`config.mk`:
```
export PLATFORM = sky130hd
export DESIGN_NAME = ll_walker
export DESIGN_NICKNAME = d
export VERILOG_FILES = /design/src/rtl/ll_walker_pkg.sv /design/src/rtl/ll_addr_map.sv /design/src/rtl/ll_word_acc.sv /design/src/rtl/ll_hop_ctr.sv /design/src/rtl/ll_walker.sv
export SDC_FILE = /design/constraint.sdc
export NUM_CORES = 1
export LEC_CHECK = 0
export ABC_AREA = 1
export BUFFER_PORTS_ARGS = -buffer_cell sky130_fd_sc_hd__buf_2
export CORE_ASPECT_RATIO = 0.5
export CORE_MARGIN = 8
export CORE_UTILIZATION = 52
export DETAILED_ROUTE_END_ITERATION = 8
export HOLD_SLACK_MARGIN = 0.1
export PLACE_DENSITY_LB_ADDON = 0.25
export SYNTH_ARGS = -nofsm -noshare
export SYNTH_HDL_FRONTEND = slang
export SYNTH_SLANG_ARGS = --single-unit
```
`constraint.sdc`:
```
create_clock -name clk_i -period 2.03 [get_ports clk_i]
set_input_delay 0.203 -clock clk_i [delete_from_list [all_inputs] [get_ports clk_i]]
set_output_delay 0.203 -clock clk_i [all_outputs]
set_load 0.02 [all_outputs]
```
`src/rtl/ll_walker_pkg.sv`:
```
package ll_walker_pkg;
  typedef enum logic [3:0] {
    ST_IDLE,
    ST_HRD,   // header read issued
    ST_HWAIT, // header data back, mark written
    ST_PRD,   // payload read issued
    ST_PWAIT, // payload data back
    ST_PSEND, // payload offered downstream
    ST_HOP,   // decide next node or stop
    ST_CRD,   // cleanup header read issued
    ST_CWAIT, // cleanup header back, mark cleared
    ST_FIN
  } walk_st_e;
endpackage

```
`src/rtl/ll_addr_map.sv`:
```
module ll_addr_map #(
  parameter int unsigned NODE_AW = 24,
  parameter int unsigned MEM_AW  = 21
) (
  input  logic [NODE_AW-1:0] node_addr_i,
  output logic [MEM_AW-3:0]  word_idx_o
);
  // byte address folded into RAM, then to word index
  assign word_idx_o = node_addr_i[MEM_AW-1:2];
endmodule

```
`src/rtl/ll_word_acc.sv`:
```
module ll_word_acc #(
  parameter int unsigned CNT_W = 32,
  parameter int unsigned LEN_W = 8
) (
  input  logic             clk_i,
  input  logic             rst_ni,
  input  logic             clr_i,
  input  logic             add_i,
  input  logic [LEN_W-1:0] len_i,
  output logic [CNT_W-1:0] cnt_o
);
  always_ff @(posedge clk_i or negedge rst_ni) begin
    if (!rst_ni)    cnt_o <= '0;
    else if (clr_i) cnt_o <= '0;
    else if (add_i) cnt_o <= cnt_o + CNT_W'(len_i) + CNT_W'(1);
  end
endmodule

```
`src/rtl/ll_hop_ctr.sv`:
```
module ll_hop_ctr #(
  parameter int unsigned HOP_W = 20
) (
  input  logic clk_i,
  input  logic rst_ni,
  input  logic clr_i,
  input  logic inc_i,
  input  logic dec_i,
  output logic zero_o,
  output logic last_o
);
  logic [HOP_W-1:0] hops_q;

  always_ff @(posedge clk_i or negedge rst_ni) begin
    if (!rst_ni)    hops_q <= '0;
    else if (clr_i) hops_q <= '0;
    else if (inc_i) hops_q <= hops_q + HOP_W'(1);
    else if (dec_i) hops_q <= hops_q - HOP_W'(1);
  end

  assign zero_o = (hops_q == '0);
  assign last_o = (hops_q == HOP_W'(1));
endmodule

```
`src/rtl/ll_walker.sv`:
```
module ll_walker
  import ll_walker_pkg::*;
#(
  parameter int unsigned NODE_AW = 24,
  parameter int unsigned MEM_AW  = 21,
  parameter int unsigned LEN_W   = 8,
  parameter int unsigned CNT_W   = 32,
  parameter int unsigned HOP_W   = 20
) (
  input  logic                      clk_i,
  input  logic                      rst_ni,
  input  logic                      start_i,
  input  logic [NODE_AW-1:0]        start_addr_i,
  output logic                      busy_o,
  output logic [CNT_W-1:0]          word_cnt_o,
  output logic                      mem_req_o,
  output logic                      mem_we_o,
  output logic [MEM_AW-3:0]         mem_addr_o,
  output logic [LEN_W+NODE_AW-1:0]  mem_wdata_o,
  input  logic [LEN_W+NODE_AW-1:0]  mem_rdata_i,
  output logic                      cmd_valid_o,
  output logic [LEN_W+NODE_AW-1:0]  cmd_data_o,
  input  logic                      cmd_ready_i
);
  localparam int unsigned DATA_W = LEN_W + NODE_AW;
  localparam int unsigned IDX_W  = MEM_AW - 2;
  localparam logic [NODE_AW-1:0] SENTINEL = '1;
  localparam logic [DATA_W-1:0]  MARK_W   = DATA_W'(1) << (NODE_AW - 1);

  walk_st_e state_q;
  logic [NODE_AW-1:0] cur_q, nxt_q, first_q;
  logic [LEN_W-1:0]   rem_q;
  logic [IDX_W-1:0]   pidx_q, hdr_idx;
  logic [DATA_W-1:0]  data_q;
  logic               start_go, stop_walk, hop_zero, hop_last;
  logic [LEN_W-1:0]   rd_len;
  logic [NODE_AW-1:0] rd_next;

  assign rd_len    = mem_rdata_i[DATA_W-1 -: LEN_W];
  assign rd_next   = mem_rdata_i[NODE_AW-1:0];
  assign start_go  = (state_q == ST_IDLE) && start_i;
  // sentinel carries the mark bit too; both end the walk
  assign stop_walk = (nxt_q == SENTINEL) || nxt_q[NODE_AW-1];

  ll_addr_map #(.NODE_AW(NODE_AW), .MEM_AW(MEM_AW)) u_map (
    .node_addr_i (cur_q),
    .word_idx_o  (hdr_idx)
  );

  ll_word_acc #(.CNT_W(CNT_W), .LEN_W(LEN_W)) u_acc (
    .clk_i  (clk_i),
    .rst_ni (rst_ni),
    .clr_i  (start_go),
    .add_i  (state_q == ST_HWAIT),
    .len_i  (rd_len),
    .cnt_o  (word_cnt_o)
  );

  ll_hop_ctr #(.HOP_W(HOP_W)) u_hops (
    .clk_i  (clk_i),
    .rst_ni (rst_ni),
    .clr_i  (start_go),
    .inc_i  ((state_q == ST_HOP) && !stop_walk),
    .dec_i  (state_q == ST_CWAIT),
    .zero_o (hop_zero),
    .last_o (hop_last)
  );

  always_comb begin
    mem_req_o   = 1'b0;
    mem_we_o    = 1'b0;
    mem_addr_o  = hdr_idx;
    mem_wdata_o = mem_rdata_i | MARK_W;
    unique case (state_q)
      ST_HRD, ST_CRD: mem_req_o = 1'b1;
      ST_HWAIT: begin
        mem_req_o = 1'b1;
        mem_we_o  = 1'b1;
      end
      ST_CWAIT: begin
        mem_req_o   = 1'b1;
        mem_we_o    = 1'b1;
        mem_wdata_o = mem_rdata_i & ~MARK_W;
      end
      ST_PRD: begin
        mem_req_o  = 1'b1;
        mem_addr_o = pidx_q;
      end
      default: ;
    endcase
  end

  assign busy_o      = (state_q != ST_IDLE);
  assign cmd_valid_o = (state_q == ST_PSEND);
  assign cmd_data_o  = data_q;

  always_ff @(posedge clk_i or negedge rst_ni) begin
    if (!rst_ni) begin
      state_q <= ST_IDLE;
      cur_q   <= '0;
      nxt_q   <= '0;
      first_q <= '0;
      rem_q   <= '0;
      pidx_q  <= '0;
      data_q  <= '0;
    end else begin
      unique case (state_q)
        ST_IDLE: if (start_i) begin
          cur_q   <= start_addr_i;
          first_q <= start_addr_i;
          state_q <= (start_addr_i == SENTINEL) ? ST_FIN : ST_HRD;
        end
        ST_HRD: state_q <= ST_HWAIT;
        ST_HWAIT: begin
          nxt_q   <= rd_next;
          rem_q   <= rd_len;
          pidx_q  <= hdr_idx + IDX_W'(1);
          state_q <= (rd_len == '0) ? ST_HOP : ST_PRD;
        end
        ST_PRD: state_q <= ST_PWAIT;
        ST_PWAIT: begin
          data_q  <= mem_rdata_i;
          state_q <= ST_PSEND;
        end
        ST_PSEND: if (cmd_ready_i) begin
          rem_q   <= rem_q - LEN_W'(1);
          pidx_q  <= pidx_q + IDX_W'(1);
          state_q <= (rem_q == LEN_W'(1)) ? ST_HOP : ST_PRD;
        end
        ST_HOP: begin
          if (stop_walk) begin
            cur_q   <= first_q;
            state_q <= hop_zero ? ST_FIN : ST_CRD;
          end else begin
            cur_q   <= nxt_q;
            state_q <= ST_HRD;
          end
        end
        ST_CRD: state_q <= ST_CWAIT;
        ST_CWAIT: begin
          cur_q   <= rd_next;
          state_q <= hop_last ? ST_FIN : ST_CRD;
        end
        ST_FIN:  state_q <= ST_IDLE;
        default: state_q <= ST_IDLE;
      endcase
    end
  end
endmodule

```
==> impl_metrics.prom <==
# TYPE chip_impl_metric gauge
chip_impl_metric{name="reg2reg_slack",unit="ns"} -0.03
chip_impl_info{name="cpMaxStageDelayCell",value="dfrtp_1"} 1
chip_impl_metric{name="dieWidth",unit="µm"} 215
chip_impl_metric{name="dieHeight",unit="µm"} 116
chip_impl_metric{name="post-route-period-util",unit=""} 1.03
chip_impl_metric{name="io_pins",unit=""} 179
chip_impl_info{name="ys_top_cells_by_area",value="dfrtp_1, nand2_1, o21ai_0"} 1
chip_impl_metric{name="synth_top_area_frac",unit=""} 0.419
chip_impl_metric{name="globalRouteOverflowTotal",unit=""} 0
chip_impl_metric{name="finish.instance_area",unit="mm²"} 0.0138
chip_impl_info{name="synthFlopType",value="dfrtp_1"} 1
chip_impl_metric{name="synthesis.area",unit="mm²"} 0.0103
chip_impl_metric{name="synth_nets",unit=""} 1531
chip_impl_metric{name="fmaxAchievable",unit="MHz"} 479
chip_impl_metric{name="cp_data_required_time",unit="ns"} 1.83
chip_impl_metric{name="floorplan.initialDensity",unit=""} 0.531
chip_impl_metric{name="synth_compound_gate_area_share",unit=""} 0.139
chip_impl_metric{name="dpl.cell_count",unit=""} 1860
chip_impl_info{name="critical-path-top-cell-by-count",value="buf_6"} 1
chip_impl_info{name="critPathLaunchType",value="flip-flop"} 1
chip_impl_metric{name="clock_insertion_delay_worst_skew",unit="ns"} 0.45
chip_impl_metric{name="groute.usage.overall",unit=""} 0.258
chip_impl_info{name="tritoncts",value="yes"} 1
chip_impl_metric{name="synth.mux.area_fraction",unit=""} 0.00109
chip_impl_info{name="layout.cells.most_common",value="nand2_1"} 1
chip_impl_metric{name="viasPerCell",unit=""} 5.55
chip_impl_metric{name="ys_async_sr_fraction",unit=""} 1.00
chip_impl_metric{name="area.sequential",unit="mm²"} 0.00433
chip_impl_info{name="final_cell_mix",value="nand2_1, dfrtp_1, buf_2"} 1
chip_impl_metric{name="fin_crit",unit="ns"} 2.09
chip_impl_metric{name="dpl_cell_area",unit="mm²"} 0.0116
chip_impl_metric{name="site_row_count",unit=""} 36
chip_impl_metric{name="cts_buffers",unit=""} 17
chip_impl_metric{name="dr.first_iter.drc_count",unit=""} 924
chip_impl_metric{name="yosys_warnings",unit=""} 0
chip_impl_info{name="ctsRootBufferMaster",value="clkbuf_16"} 1
chip_impl_metric{name="worst_relative_slew_slack",unit=""} 0.620
chip_impl_metric{name="final-instance-count-excl-fill",unit=""} 1981
chip_impl_metric{name="synth-seq-cells",unit=""} 173
chip_impl_metric{name="initial_antenna_violation_count",unit=""} 0
chip_impl_metric{name="fp.coreArea",unit="mm²"} 0.0195
chip_impl_info{name="timing.setup.critical_path_class",value="flip-flop to output port"} 1
chip_impl_metric{name="drt.antenna.violating_nets",unit=""} 0
chip_impl_metric{name="largest_net_degree_at_the_start_of_global_routing",unit=""} 55
chip_impl_metric{name="average_routed_wire_per_standard_cell",unit="µm"} 17.2
chip_impl_metric{name="groute.layer.met2.usage",unit=""} 0.434
chip_impl_metric{name="setup_viol_count_final",unit=""} 13
chip_impl_info{name="busiest_layer_in_global_routing",value="met2"} 1
chip_impl_info{name="unrepaired_setup_endpoints_after_global_routing",value="true"} 1
chip_impl_metric{name="die_area",unit="mm²"} 0.0249
chip_impl_metric{name="globalRouteMet3Util",unit=""} 0.0518
chip_impl_metric{name="firstDrtPassIters",unit=""} 7
chip_impl_metric{name="finalClockSkew",unit="ns"} 0.00921
chip_impl_metric{name="post_synth_and_or_nand_nor_area_fraction",unit=""} 0.298
chip_impl_metric{name="cts.sink_count",unit=""} 173
chip_impl_metric{name="port_buffers",unit=""} 178
chip_impl_metric{name="dr_total_vias",unit=""} 10998
chip_impl_metric{name="finish.net_count",unit=""} 1778
chip_impl_metric{name="area_delta_synth_final",unit="%"} 33.6
chip_impl_metric{name="max-vdd-ir-drop",unit="mV"} 0.844
chip_impl_metric{name="power.static_leakage",unit="µW"} 0.00690
chip_impl_metric{name="insertedDiodeCount",unit=""} 0
chip_impl_metric{name="clk_pin_slew",unit="ns"} 0.07
chip_impl_metric{name="ratio_of_total_power_to_cell_area",unit="mW/mm²"} 1520
chip_impl_metric{name="first_global_vias",unit=""} 10427
chip_impl_info{name="critical_path.endpoint_type",value="output port"} 1
chip_impl_metric{name="grtUsageMet1",unit=""} 0.328
chip_impl_metric{name="postSynthCellCount",unit=""} 1455
chip_impl_metric{name="finalHoldWorstSlack",unit="ns"} 0.104
chip_impl_metric{name="drive_above_1_share",unit=""} 0.248
chip_impl_metric{name="synth-adder-area-share",unit=""} 0.0201
chip_impl_metric{name="hold_viol",unit=""} 0
chip_impl_metric{name="post_synthesis_sequential_area_ratio",unit=""} 0.419
chip_impl_metric{name="actual_transition_at_the_worst_max_transition_pin",unit="ns"} 0.570
chip_impl_metric{name="slew_viol_final",unit=""} 0
chip_impl_metric{name="route.final.wire_length",unit="mm"} 34.2
chip_impl_metric{name="timing.final.ws_setup",unit="ns"} -0.0559
chip_impl_info{name="worstHoldPathType",value="primary input to flip-flop"} 1
chip_impl_info{name="synth_top_family_by_area",value="simple AND/OR/NAND/NOR gates"} 1
chip_impl_info{name="violations",value="setup timing"} 1
chip_impl_metric{name="cap_violations",unit=""} 0
chip_impl_info{name="critical_path.cell_chain",value="buf_6, inv_4, nand2_4, nor2_4, buf_12, mux2_4, buf_6"} 1
chip_impl_metric{name="area_of_the_multi_input_gates",unit="mm²"} 0.00540
chip_impl_metric{name="gp_congestion",unit=""} 0.937
chip_impl_info{name="run_status",value="finished with violations"} 1
chip_impl_metric{name="postSynthAreaPerCell",unit="µm²"} 7.11
chip_impl_metric{name="arrival_time_reported_for_the_critical_path_endpoint",unit="ns"} 1.88
chip_impl_metric{name="post-route-drc-count",unit=""} 0
chip_impl_metric{name="fillers",unit=""} 1533
chip_impl_metric{name="critical_path.max_fanout",unit=""} 5
chip_impl_metric{name="detailed_placer_s_ending_hpwl",unit="mm"} 22.5
chip_impl_metric{name="number_of_flops_mapped_to_enable_cells_by_yosys",unit=""} 0
chip_impl_metric{name="cts_max_level",unit=""} 4
chip_impl_metric{name="clk_path_buf_depth",unit=""} 2
chip_impl_metric{name="sum_of_negative_setup_slack",unit="ns"} -0.290
chip_impl_metric{name="synth-xor-area-share",unit=""} 0.0127
chip_impl_metric{name="final_util",unit=""} 0.710
chip_impl_metric{name="yosysUniqueCellTypes",unit=""} 44
chip_impl_info{name="yosysTopAreaCell",value="dfrtp_1"} 1
chip_impl_metric{name="max_stage_delay",unit="ns"} 0.40
chip_impl_metric{name="global_route_wire_length_before_repair",unit="mm"} 52.7
[flip-flops by register name, indices dropped and copies added, names as in the netlist]
| name | cells |
|---|---|
| cmd_data_o | 32 |
| u_acc.cnt_o | 32 |
| nxt_q | 20 |
| state_q | 4 |
| cur_q | 19 |
| u_hops.hops_q | 20 |
| rem_q | 8 |
| first_q | 19 |
| pidx_q | 19 |
[layout make-up]
| type | instances | share of cell area |
|---|---|---|
| flip-flops and latches | 173 | 0.314 |
| well taps | 266 | 0.0241 |
| clock inverters | 15 | 0.0122 |
| repair buffers | 313 | 0.181 |
| clock buffers | 17 | 0.0308 |
| inverters | 170 | 0.0471 |
| multi-input cells | 1027 | 0.391 |
[where the power goes]
part	internal (µW)	switching, µW	total [µW]
registers	4900	1190	6090
logic	4520	7040	11600
clock network	1660	1660	3320
total	11100	9890	21000
[critical path: cells and delay by family (launching register included)]
kind | cells | cell delay, ns
multiplexers | 1 | 0.31
AND/OR/NAND/NOR | 2 | 0.23
flip-flops | 1 | 0.40
buffers and inverters | 4 | 0.50
[final timing paths]
kind,start,endpoint,depth (start not counted)
worst min-delay path,mem_rdata_i[2],cmd_data_o[2],3
worst max-delay path,state_q[3],mem_addr_o[2],7
worst max register to register,state_q[3],pidx_q[18],14
min in group asynchronous,rst_ni,u_acc.cnt_o[5],2
max in group asynchronous,rst_ni,pidx_q[0],3
worst min register to register,first_q[19],first_q[19],2
[cell families after synthesis]
family / count (synthesis)
flip-flops: 173
XOR/XNOR: 15
buffers and inverters: 256
multiplexers: 1
AO/OA/AOI/OAI: 256
AND/OR/NAND/NOR: 738
adder cells (fa/ha/maj): 16
[timing repair]
| action | in CTS | in global routing |
|---|---|---|
| gates cloned | 4 | 4 |
| buffers inserted | 11 | 24 |
| hold endpoints to repair | 119 | 0 |
| setup endpoints to repair | 27 | 93 |
| resized for setup | 56 | 158 |
| pin swaps | 2 | 16 |
| hold buffers | 48 | 0 |
[stage by stage]
stage,setup slack [ns],total power [µW]
2_1_floorplan,0.0179,12100
3_3_place_gp,-0.00406,14900
3_5_place_dp,-0.0651,15200
4_1_cts,-0.0469,19300
5_1_grt,-0.140,22400
6_report,-0.0559,21000
[routing by layer]
layer	vias up	wire, µm
met5	-	0
met4	0	1010
met3	83	2520
met2	469	16500
met1	5277	14200
li1	5169	-
[cells in the mapped netlist (11+ instances only)]
cell / instances
a21oi_1: 28
buf_4: 37
dfrtp_1: 173
nand2_1: 443
nand4_1: 24
o211ai_1: 14
nor3_1: 23
nand3_1: 79
nor2_1: 134
o21ai_0: 163
buf_2: 13
clkbuf_1: 29
a41oi_1: 11
ha_1: 15
inv_1: 162
Note: power is estimated with default switching activity, not from simulation.
